==> src/rtl/ndiv_ramp_pkg.sv <==
package ndiv_ramp_pkg;

  typedef enum logic [1:0] {
    ST_IDLE,
    ST_SETTLE_PRE,
    ST_SETTLE_POST,
    ST_POLL
  } ramp_state_e;

  localparam logic [7:0] STEP_A_CODE = 8'h2B;
  localparam logic [7:0] STEP_B_CODE = 8'h0B;

  // Bits needed to count 0 .. limit-1
  function automatic int unsigned cnt_width(input int unsigned limit);
    return (limit < 2) ? 1 : $clog2(limit);
  endfunction

  // True on the final count of a window of 'limit' events
  function automatic logic window_end(input int unsigned cnt, input int unsigned limit);
    return cnt == (limit - 1);
  endfunction

  function automatic int unsigned max_u(input int unsigned a, input int unsigned b);
    return (a > b) ? a : b;
  endfunction

endpackage

==> src/rtl/ndiv_ramp_tick.sv <==
module ndiv_ramp_tick #(
  parameter int unsigned CYC_PER_US = 200
) (
  input  logic clk,
  input  logic rst_n,
  input  logic run,
  output logic tick
);
  localparam int unsigned CW = ndiv_ramp_pkg::cnt_width(CYC_PER_US);
  localparam logic [CW-1:0] LAST = CW'(CYC_PER_US - 1);

  logic [CW-1:0] cnt_q;

  always_ff @(posedge clk) begin
    if (!rst_n)                    cnt_q <= '0;
    else if (!run || cnt_q == LAST) cnt_q <= '0;
    else                           cnt_q <= cnt_q + CW'(1);
  end

  assign tick = run && (cnt_q == LAST);

  assert_tick_bound_R7: assert property (@(posedge clk) disable iff (!rst_n)
    cnt_q <= LAST);
  assert_tick_idle_R7: assert property (@(posedge clk) disable iff (!rst_n)
    !run |=> cnt_q == '0);
endmodule

==> src/rtl/ndiv_ramp_sync.sv <==
module ndiv_ramp_sync #(
  parameter int unsigned STAGES = 2
) (
  input  logic clk,
  input  logic rst_n,
  input  logic d_async,
  output logic q
);
  logic [STAGES-1:0] sh_q;

  always_ff @(posedge clk) begin
    if (!rst_n) sh_q <= '0;
    else        sh_q <= {sh_q[STAGES-2:0], d_async};
  end

  assign q = sh_q[STAGES-1];
endmodule

==> src/rtl/ndiv_ramp_evtcnt.sv <==
module ndiv_ramp_evtcnt #(
  parameter int unsigned LIMIT = 500
) (
  input  logic clk,
  input  logic rst_n,
  input  logic clr,
  input  logic inc,
  output logic [ndiv_ramp_pkg::cnt_width(LIMIT)-1:0] cnt
);
  localparam int unsigned EW = ndiv_ramp_pkg::cnt_width(LIMIT);
  localparam logic [EW-1:0] LAST = EW'(LIMIT - 1);

  logic [EW-1:0] cnt_q;

  always_ff @(posedge clk) begin
    if (!rst_n || clr) cnt_q <= '0;
    else if (inc)      cnt_q <= cnt_q + EW'(1);
  end

  assign cnt = cnt_q;

  assert_evt_bound_R8: assert property (@(posedge clk) disable iff (!rst_n)
    cnt_q <= LAST);
endmodule

==> src/rtl/ndiv_ramp_ctrl.sv <==
module ndiv_ramp_ctrl #(
  parameter int unsigned NDIV_W      = 8,
  parameter int unsigned STEP_W      = 8,
  parameter int unsigned CLK_MHZ     = 200,
  parameter int unsigned SETTLE_US   = 1,
  parameter int unsigned POLL_LIMIT  = 500,
  parameter int unsigned SYNC_STAGES = 2,
  parameter logic [NDIV_W-1:0] RESET_NDIV = NDIV_W'(40)
) (
  input  logic              clk,
  input  logic              rst_n,
  input  logic              req,
  input  logic [NDIV_W-1:0] req_ndiv,
  output logic              busy,
  output logic              done,
  output logic              error,
  output logic [NDIV_W-1:0] pll_ndiv,
  output logic [STEP_W-1:0] pll_step_a,
  output logic [STEP_W-1:0] pll_step_b,
  output logic              pll_slowdown,
  output logic              pll_ramp_en,
  input  logic              pll_ramp_done
);
  import ndiv_ramp_pkg::*;

  localparam int unsigned EVT_LIMIT = max_u(POLL_LIMIT, SETTLE_US);
  localparam int unsigned EW        = cnt_width(EVT_LIMIT);

  ramp_state_e state_q, state_d;
  logic [NDIV_W-1:0] ndiv_q, target_q;
  logic [STEP_W-1:0] step_a_q, step_b_q;
  logic slow_q, ramp_q, done_q, err_q;

  // Named internal events
  logic          run, tick, done_sync;
  logic          accept, same_n, start_ramp;
  logic          settle_end, poll_ok, poll_expire, finish;
  logic          evt_clr, evt_inc;
  logic [EW-1:0] evt;

  ndiv_ramp_tick #(.CYC_PER_US(CLK_MHZ)) u_tick (
    .clk(clk), .rst_n(rst_n), .run(run), .tick(tick)
  );

  ndiv_ramp_sync #(.STAGES(SYNC_STAGES)) u_sync (
    .clk(clk), .rst_n(rst_n), .d_async(pll_ramp_done), .q(done_sync)
  );

  ndiv_ramp_evtcnt #(.LIMIT(EVT_LIMIT)) u_evt (
    .clk(clk), .rst_n(rst_n), .clr(evt_clr), .inc(evt_inc), .cnt(evt)
  );

  assign run         = (state_q != ST_IDLE);
  assign accept      = req && (state_q == ST_IDLE) && !done_q;
  assign same_n      = (req_ndiv == ndiv_q);
  assign start_ramp  = accept && !same_n;
  assign settle_end  = tick && window_end(int'(evt), SETTLE_US);
  assign poll_ok     = tick && done_sync;
  assign poll_expire = tick && !done_sync && window_end(int'(evt), POLL_LIMIT);
  assign finish      = (state_q == ST_POLL) && (poll_ok || poll_expire);

  always_comb begin
    state_d = state_q;
    case (state_q)
      ST_IDLE:        if (start_ramp) state_d = ST_SETTLE_PRE;
      ST_SETTLE_PRE:  if (settle_end) state_d = ST_SETTLE_POST;
      ST_SETTLE_POST: if (settle_end) state_d = ST_POLL;
      ST_POLL:        if (finish)     state_d = ST_IDLE;
      default:                        state_d = ST_IDLE;
    endcase
  end

  assign evt_clr = (state_d != state_q);
  assign evt_inc = tick && !evt_clr;

  always_ff @(posedge clk) begin
    if (!rst_n) begin
      state_q  <= ST_IDLE;
      ndiv_q   <= RESET_NDIV;
      target_q <= '0;
      step_a_q <= '0;
      step_b_q <= '0;
      slow_q   <= 1'b0;
      ramp_q   <= 1'b0;
      done_q   <= 1'b0;
      err_q    <= 1'b0;
    end else begin
      state_q <= state_d;
      done_q  <= (accept && same_n) || finish;
      if (accept) err_q <= 1'b0;
      else if (finish) err_q <= poll_expire;
      if (start_ramp) begin
        target_q <= req_ndiv;
        step_a_q <= STEP_W'(STEP_A_CODE);
        step_b_q <= STEP_W'(STEP_B_CODE);
        slow_q   <= 1'b1;
      end
      if (state_q == ST_SETTLE_PRE && settle_end)  ndiv_q <= target_q;
      if (state_q == ST_SETTLE_POST && settle_end) ramp_q <= 1'b1;
      if (finish) begin
        slow_q <= 1'b0;
        ramp_q <= 1'b0;
      end
    end
  end

  assign busy         = run;
  assign done         = done_q;
  assign error        = err_q;
  assign pll_ndiv     = ndiv_q;
  assign pll_step_a   = step_a_q;
  assign pll_step_b   = step_b_q;
  assign pll_slowdown = slow_q;
  assign pll_ramp_en  = ramp_q;

  assert_done_pulse_R10: assert property (@(posedge clk) disable iff (!rst_n)
    done_q |=> !done_q);
  assert_same_value_R3: assert property (@(posedge clk) disable iff (!rst_n)
    (accept && same_n) |=> (done_q && !slow_q && !run));
  assert_write_in_slowdown_R5: assert property (@(posedge clk) disable iff (!rst_n)
    !$stable(ndiv_q) |-> (slow_q && $past(slow_q)));
  assert_ramp_needs_slowdown_R6: assert property (@(posedge clk) disable iff (!rst_n)
    ramp_q |-> slow_q);
  assert_exit_clears_R9: assert property (@(posedge clk) disable iff (!rst_n)
    done_q |-> (!slow_q && !ramp_q));
  assert_err_with_done_R8: assert property (@(posedge clk) disable iff (!rst_n)
    $rose(err_q) |-> done_q);
  assert_busy_ignores_req_R2: assert property (@(posedge clk) disable iff (!rst_n)
    (run && state_q != ST_POLL) |=> $stable(target_q));
endmodule

==> config.mk <==
export PLATFORM = sky130hd
export DESIGN_NAME = ndiv_ramp_ctrl
export DESIGN_NICKNAME = d
export VERILOG_FILES = /design/src/rtl/ndiv_ramp_pkg.sv /design/src/rtl/ndiv_ramp_tick.sv /design/src/rtl/ndiv_ramp_sync.sv /design/src/rtl/ndiv_ramp_evtcnt.sv /design/src/rtl/ndiv_ramp_ctrl.sv
export SDC_FILE = /design/constraint.sdc
export NUM_CORES = 1
export LEC_CHECK = 0
export ABC_AREA = 0
export ABC_CLOCK_PERIOD_IN_PS = 5100
export BUFFER_PORTS_ARGS = -buffer_cell sky130_fd_sc_hd__buf_2
export CAP_MARGIN = 10
export CORE_MARGIN = 2
export CORE_UTILIZATION = 50
export CTS_CLUSTER_SIZE = 25
export DETAILED_ROUTE_END_ITERATION = 8
export PLACE_DENSITY = 0.79
export SLEW_MARGIN = 10
export SYNTH_ARGS = -nofsm -noshare
export SYNTH_HDL_FRONTEND = slang
export SYNTH_SLANG_ARGS = --single-unit
export TNS_END_PERCENT = 5
==> constraint.sdc <==
create_clock -name clk -period 5.1 [get_ports clk]
set_clock_uncertainty 0.1 [all_clocks]
set_input_delay 0 -clock clk [delete_from_list [all_inputs] [get_ports clk]]
set_output_delay 0 -clock clk [all_outputs]
set_load 0.03 [all_outputs]
==> metrics.cfg, run 1 <==
[floorplan]
die_y_um = 68.1
coreArea_mm2 = 0.00397
initial_core_util_pct = 51.8
dieArea_mm2 = 0.00464
die_w_um = 68.1
ios = 41
rows = 23

[detailed_routing]
drc = 0
dr.first_iter.drc_count = 49
drt_wl_total_um = 3800
post_drt_wl_per_cell_um = 12.5
dr.pass1.iters = 4
via_per_inst = 5.07
final_antenna_net_count = 0
route.vias.total = 1540

[flow_run]
cap_violations = 0

[logic_synthesis]
synthArstFlopShare_pct = 0
synth_edf_count = 0
synthTopCellsByArea = dfxtp_1 41%, mux2i_1 7.8%, nor2_1 7.3%, buf_4 5.5%, xnor2_1 5.1%
ys_seq_area_share_pct = 40.9
synthDistinctLibCells = 51
synth-seq-cells = 42
synthFlopType = dfxtp_1
post-synth-top-area-cell = dfxtp_1
synthDominantCellAreaShare_pct = 40.9
mappedNetlistArea_mm2 = 0.00206
syn_avg_cell_area_um2 = 9.56
yosysWarnings = 0
postSynthCellCount = 215

[clock_network]
clock-sinks = 42
clock_path_buffers = 2
htreeDepth = 2
clkSlewWorstSetupHoldPaths_ns = 0.08
cts_tree = yes
numCtsBuffers = 5
cts_root_buf = clkbuf_8
clk_latency_ns = 0.30
cts-resized-gates = 0

[sta]
final_max_slew_viol_count = 0
setup-violations-final = 0
finalWorstSetupSlack_ns = 2.51
relSlewSlack_pct = 41.1
rsz0062_at_grt = no
period_minus_slack_ns = 2.59
holdWs_ns = 0.0940
clock.fmax_mhz = 386
worst_pin_slew_ns = 0.879
hold_viol = 0
finalSetupTns_ns = 0
finalCritPeriodShare_pct = 50.8

[global_route]
grt_usage_pct = 18.1
grt_pass1_wl_um = 6230
antenna_found_initial = 0
grt_max_degree = 20
grt_pass1_vias = 1387
grt_overflow_total = 0

[power_and_ir_drop]
power_leakage_nw = 0.976
total_power_mw = 0.725
powerDensity_mw_per_mm2 = 302
max-vdd-ir-drop_v = 0.000226

[worst_setup_path]
required_ns = 5.18
cp.arrival_ns = 2.67
rr_worst_depth = 7
worstSetupEndpointType = flip-flop
cp-start-kind = flip-flop
worst-setup-path-type = flip-flop to flip-flop
critPathMaxFanout = 9

[final_layout]
final_util_pct = 60.5
final_cells = 304
area_delta_synth_final_pct = 16.9
drive_gt1_share_pct = 21.7
mostFrequentLayoutCells = 42 x dfxtp_1, 40 x nor2_1, 31 x buf_2
n_antenna_cell = 0
postLayoutCellArea_mm2 = 0.00240
mostFrequentLayoutCell = dfxtp_1
layout.nets = 268

[placed_design]
place_area_mm2 = 0.00216
place_ws_ns = 2.53
gp_congestion = 0.781
placed_cells = 285
hpwlAfterDp_um = 2700
port_buffers = 31

[min_path]
worst_hold_path.num_cells = 4
min_path_type = primary input to flip-flop

[run_status]
status = finished, final reports clean

## where the power goes
| part | switching (mW) | internal (mW) |
|---|---|---|
| registers | 0.00557 | 0.335 |
| logic | 0.0451 | 0.0252 |
| clock network | 0.118 | 0.196 |
| total | 0.169 | 0.556 |
## registers in the layout (all words and copies together) (netlist names)
register	count
error	1
pll_ramp_en	1
pll_slowdown	1
pll_step_a	1
state_q	2
done	1
u_evt.cnt	9
target_q	8
pll_ndiv	8
u_sync.sh_q	2
u_tick.cnt_q	8
## area by class of cell
cell class              count  area (um2)
well taps                  50        62.6
repair buffers             43         273
flip-flops and latches     42         841
inverters                   7        26.3
fillers                   351        1570
multi-input cells         154        1060
clock inverters             3        68.8
clock buffers               5        68.8
## logic make-up (layout without fill, tap and decap cells)
group	count (synthesis)	in the layout	share of synthesized area (%)
AOI/OAI and AO/OA	21	21	8.16
xor gates and xnor gates	22	22	9.37
adders and majority gates	3	3	1.83
buffers and inverters	27	58	8.82
DFF	42	42	40.9
muxes	17	17	8.34
other	1	9	0.182
and+or+nand+nor	82	82	22.4
## worst paths after layout
path / start / end / slack [ns]
worst min-delay path: req / done$_SDFF_PN0_ / 0.09
worst min register to register: u_sync.sh_q[0]$_SDFF_PN0_ / u_sync.sh_q[1]$_SDFF_PN0_ / 0.34
worst max register to register: u_evt.cnt[0]$_SDFFE_PP0P_ / u_evt.cnt[1]$_SDFFE_PP0P_ / 2.51
worst max-delay path: u_evt.cnt[0]$_SDFFE_PP0P_ / u_evt.cnt[1]$_SDFFE_PP0P_ / 2.51
## cell usage after synthesis (2+ instances only)
cell,n
a21oi_1,7
and2_1,3
and3_1,2
buf_4,15
buf_6,3
dfxtp_1,42
ha_1,3
inv_1,6
mux2i_1,16
nand2_1,4
nand3_1,7
nand4_1,3
nor2_1,40
nor3_1,2
nor3b_1,2
o2111ai_1,2
o211ai_1,3
or4b_4,2
xnor2_1,12
xor2_1,10
## per-layer routing
metal / GRT usage (%) / vias to the layer above / part of all wire [%]
li1: - / 788 / -
met5: 0 / - / 0
met3: 4.61 / 6 / 4.3
met4: 6.75 / 0 / 1.7
met2: 28.9 / 33 / 48
met1: 23.6 / 713 / 46
## critical path, stage by stage (launching register included)
cell and delay [ns]:
dfxtp_1 0.35, inv_1 0.06, ha_1 0.13, or4b_4 0.47, or2_1 0.25, nor3_2 0.72
or4b_4 0.33, nor3_4 0.05
## repair_timing
| action | in CTS | in global routing |
|---|---|---|
| buffers inserted | 0 | 0 |
| endpoints found under the hold margin | 15 | 0 |
| hold buffers | 11 | 0 |
(Power assumes the default switching activity.)
==> run 2, diff against run 1 <==
Settings changed: ABC_CLOCK_PERIOD_IN_PS 5100 to 2100, CORE_UTILIZATION 50 to 49, PLACE_DENSITY 0.79 to 0.8.
Clock period 5.1 ns to 2.1 ns, I/O delays scaled along.
==> run 2 against run 1 <==
Net effect: die area is 1.9% higher; final area grew 6.5%; sequential power rose by 140%; highest routed layer unchanged; first-iteration DRC count is 37% higher; setup slack got worse by 2.5 ns; via count grew 7.4%; power up 110%.
==> metrics.cfg, run 2 (synthesis gave the netlist of run 1 again) <==
[detailed_routing]
final_antenna_net_count = 0
post_drt_wl_per_cell_um = 13.5
route.vias.total = 1654
dr.pass1.iters = 4
dr.first_iter.drc_count = 67
drt_wl_total_um = 4420
drc = 0
via_per_inst = 5.06

[power_and_ir_drop]
total_power_mw = 1.54
power_leakage_nw = 1.08
max-vdd-ir-drop_v = 0.000482
powerDensity_mw_per_mm2 = 602

[worst_setup_path]
required_ns = 2.22
critPathMaxFanout = 9
worstSetupEndpointType = flip-flop
cp-start-kind = flip-flop
ff2ff_setup_slack_ns = 0.04
cp.arrival_ns = 2.18
worst-setup-path-type = flip-flop to flip-flop

[min_path]
min_path_type = primary input to flip-flop

[final_layout]
layout.nets = 291
area_delta_synth_final_pct = 24.5
mostFrequentLayoutCell = dfxtp_1
mostFrequentLayoutCells = 42 x dfxtp_1, 40 x nor2_1, 31 x buf_2
largest_reg_flops = 9
drive_gt1_share_pct = 29.2
postLayoutCellArea_mm2 = 0.00256
n_antenna_cell = 0
final_util_pct = 63.5

[floorplan]
die_y_um = 68.8
coreArea_mm2 = 0.00403
dieArea_mm2 = 0.00473
ios = 41
rows = 23
die_w_um = 68.8
initial_core_util_pct = 51.0

[clock_network]
numCtsBuffers = 5
htreeDepth = 2
clk_latency_ns = 0.29
clock_path_buffers = 2
cts_tree = yes
post_cts_buffers = 0
clkSlewWorstSetupHoldPaths_ns = 0.07
cts_root_buf = clkbuf_8
clock-sinks = 42

[global_route]
grt_overflow_total = 0
grt_pass1_vias = 1624
antenna_found_initial = 0
grt_max_degree = 13
grt_usage_pct = 21.6
grt_pass1_wl_um = 7490

[sta]
holdWs_ns = 0.0445
final_max_slew_viol_count = 0
rsz0062_at_grt = yes
finalCritPeriodShare_pct = 98.2
period_minus_slack_ns = 2.06
hold_viol = 0
clock.fmax_mhz = 485
setup-violations-final = 0

[run_status]
status = finished, final reports clean

[placed_design]
gp_congestion = 0.825
hpwlAfterDp_um = 3140
place_area_mm2 = 0.00233
port_buffers = 31

[flow_run]
cap_violations = 0

## run 2: cell count changes in the layout (fill, tap and decap cells not counted), sizes merged
cell,previous run,this run
clkbuf,5,7
buf,32,55
bufinv,2,0
## run 2: repair_timing
item                                    CTS  global route
endpoints found under the hold margin    12             0
endpoints found under the setup margin    4            22
hold buffers                             11             0
pin swaps                                 1             1
resized for setup                         1             6
## run 2: layer usage
metal	part of all wire (%)	GRT usage, %	vias up
li1	-	-	839
met1	43	26.5	772
met2	52	37.0	37
met3	3.8	4.38	6
met4	1.6	8.33	0
met5	0	0	-
## run 2: layout make-up
| type | instances | area, um2 |
|---|---|---|
| fillers | 326 | 1470 |
| multi-input cells | 154 | 1090 |
| flip-flops and latches | 42 | 841 |
| repair buffers | 66 | 449 |
| clock buffers | 7 | 86.3 |
| well taps | 50 | 62.6 |
| inverters | 7 | 26.3 |
| clock inverters | 1 | 5.00 |
## run 2: final timing paths
check                              from                        end  cells after the start
max          u_tick.cnt_q[0]$_SDFF_PP0_  u_evt.cnt[1]$_SDFFE_PP0P_                      6
min                                 req         error$_SDFFE_PP0P_                      3
max reg2reg  u_tick.cnt_q[0]$_SDFF_PP0_  u_evt.cnt[1]$_SDFFE_PP0P_                      6
min reg2reg   u_sync.sh_q[0]$_SDFF_PN0_  u_sync.sh_q[1]$_SDFF_PN0_                      1
## run 2: metrics by stage
stage | instances | worst slack [ns] | TNS [ns]
after floorplan | 223 | 0.00401 | 0
after global placement | 308 | 0.0220 | 0
after detailed placement | 308 | -0.0238 | -0.0238
after CTS | 327 | -0.0155 | -0.0155
after global routing | 327 | -0.0747 | -0.289
final | 327 | 0.0379 | 0
## run 2: critical path, stage by stage (launching register included)
cell and delay (ns):
dfxtp_1 0.32, ha_1 0.23, nand4b_1 0.13, or3_1 0.33
o21ai_4 0.10, or4b_4 0.57, nor3_4 0.21
## run 2: where the power goes
part / internal [mW] / switching, mW
Clock: 0.265 / 0.262
Sequential: 0.814 / 0.0122
Combinational: 0.0722 / 0.114
Total: 1.15 / 0.389
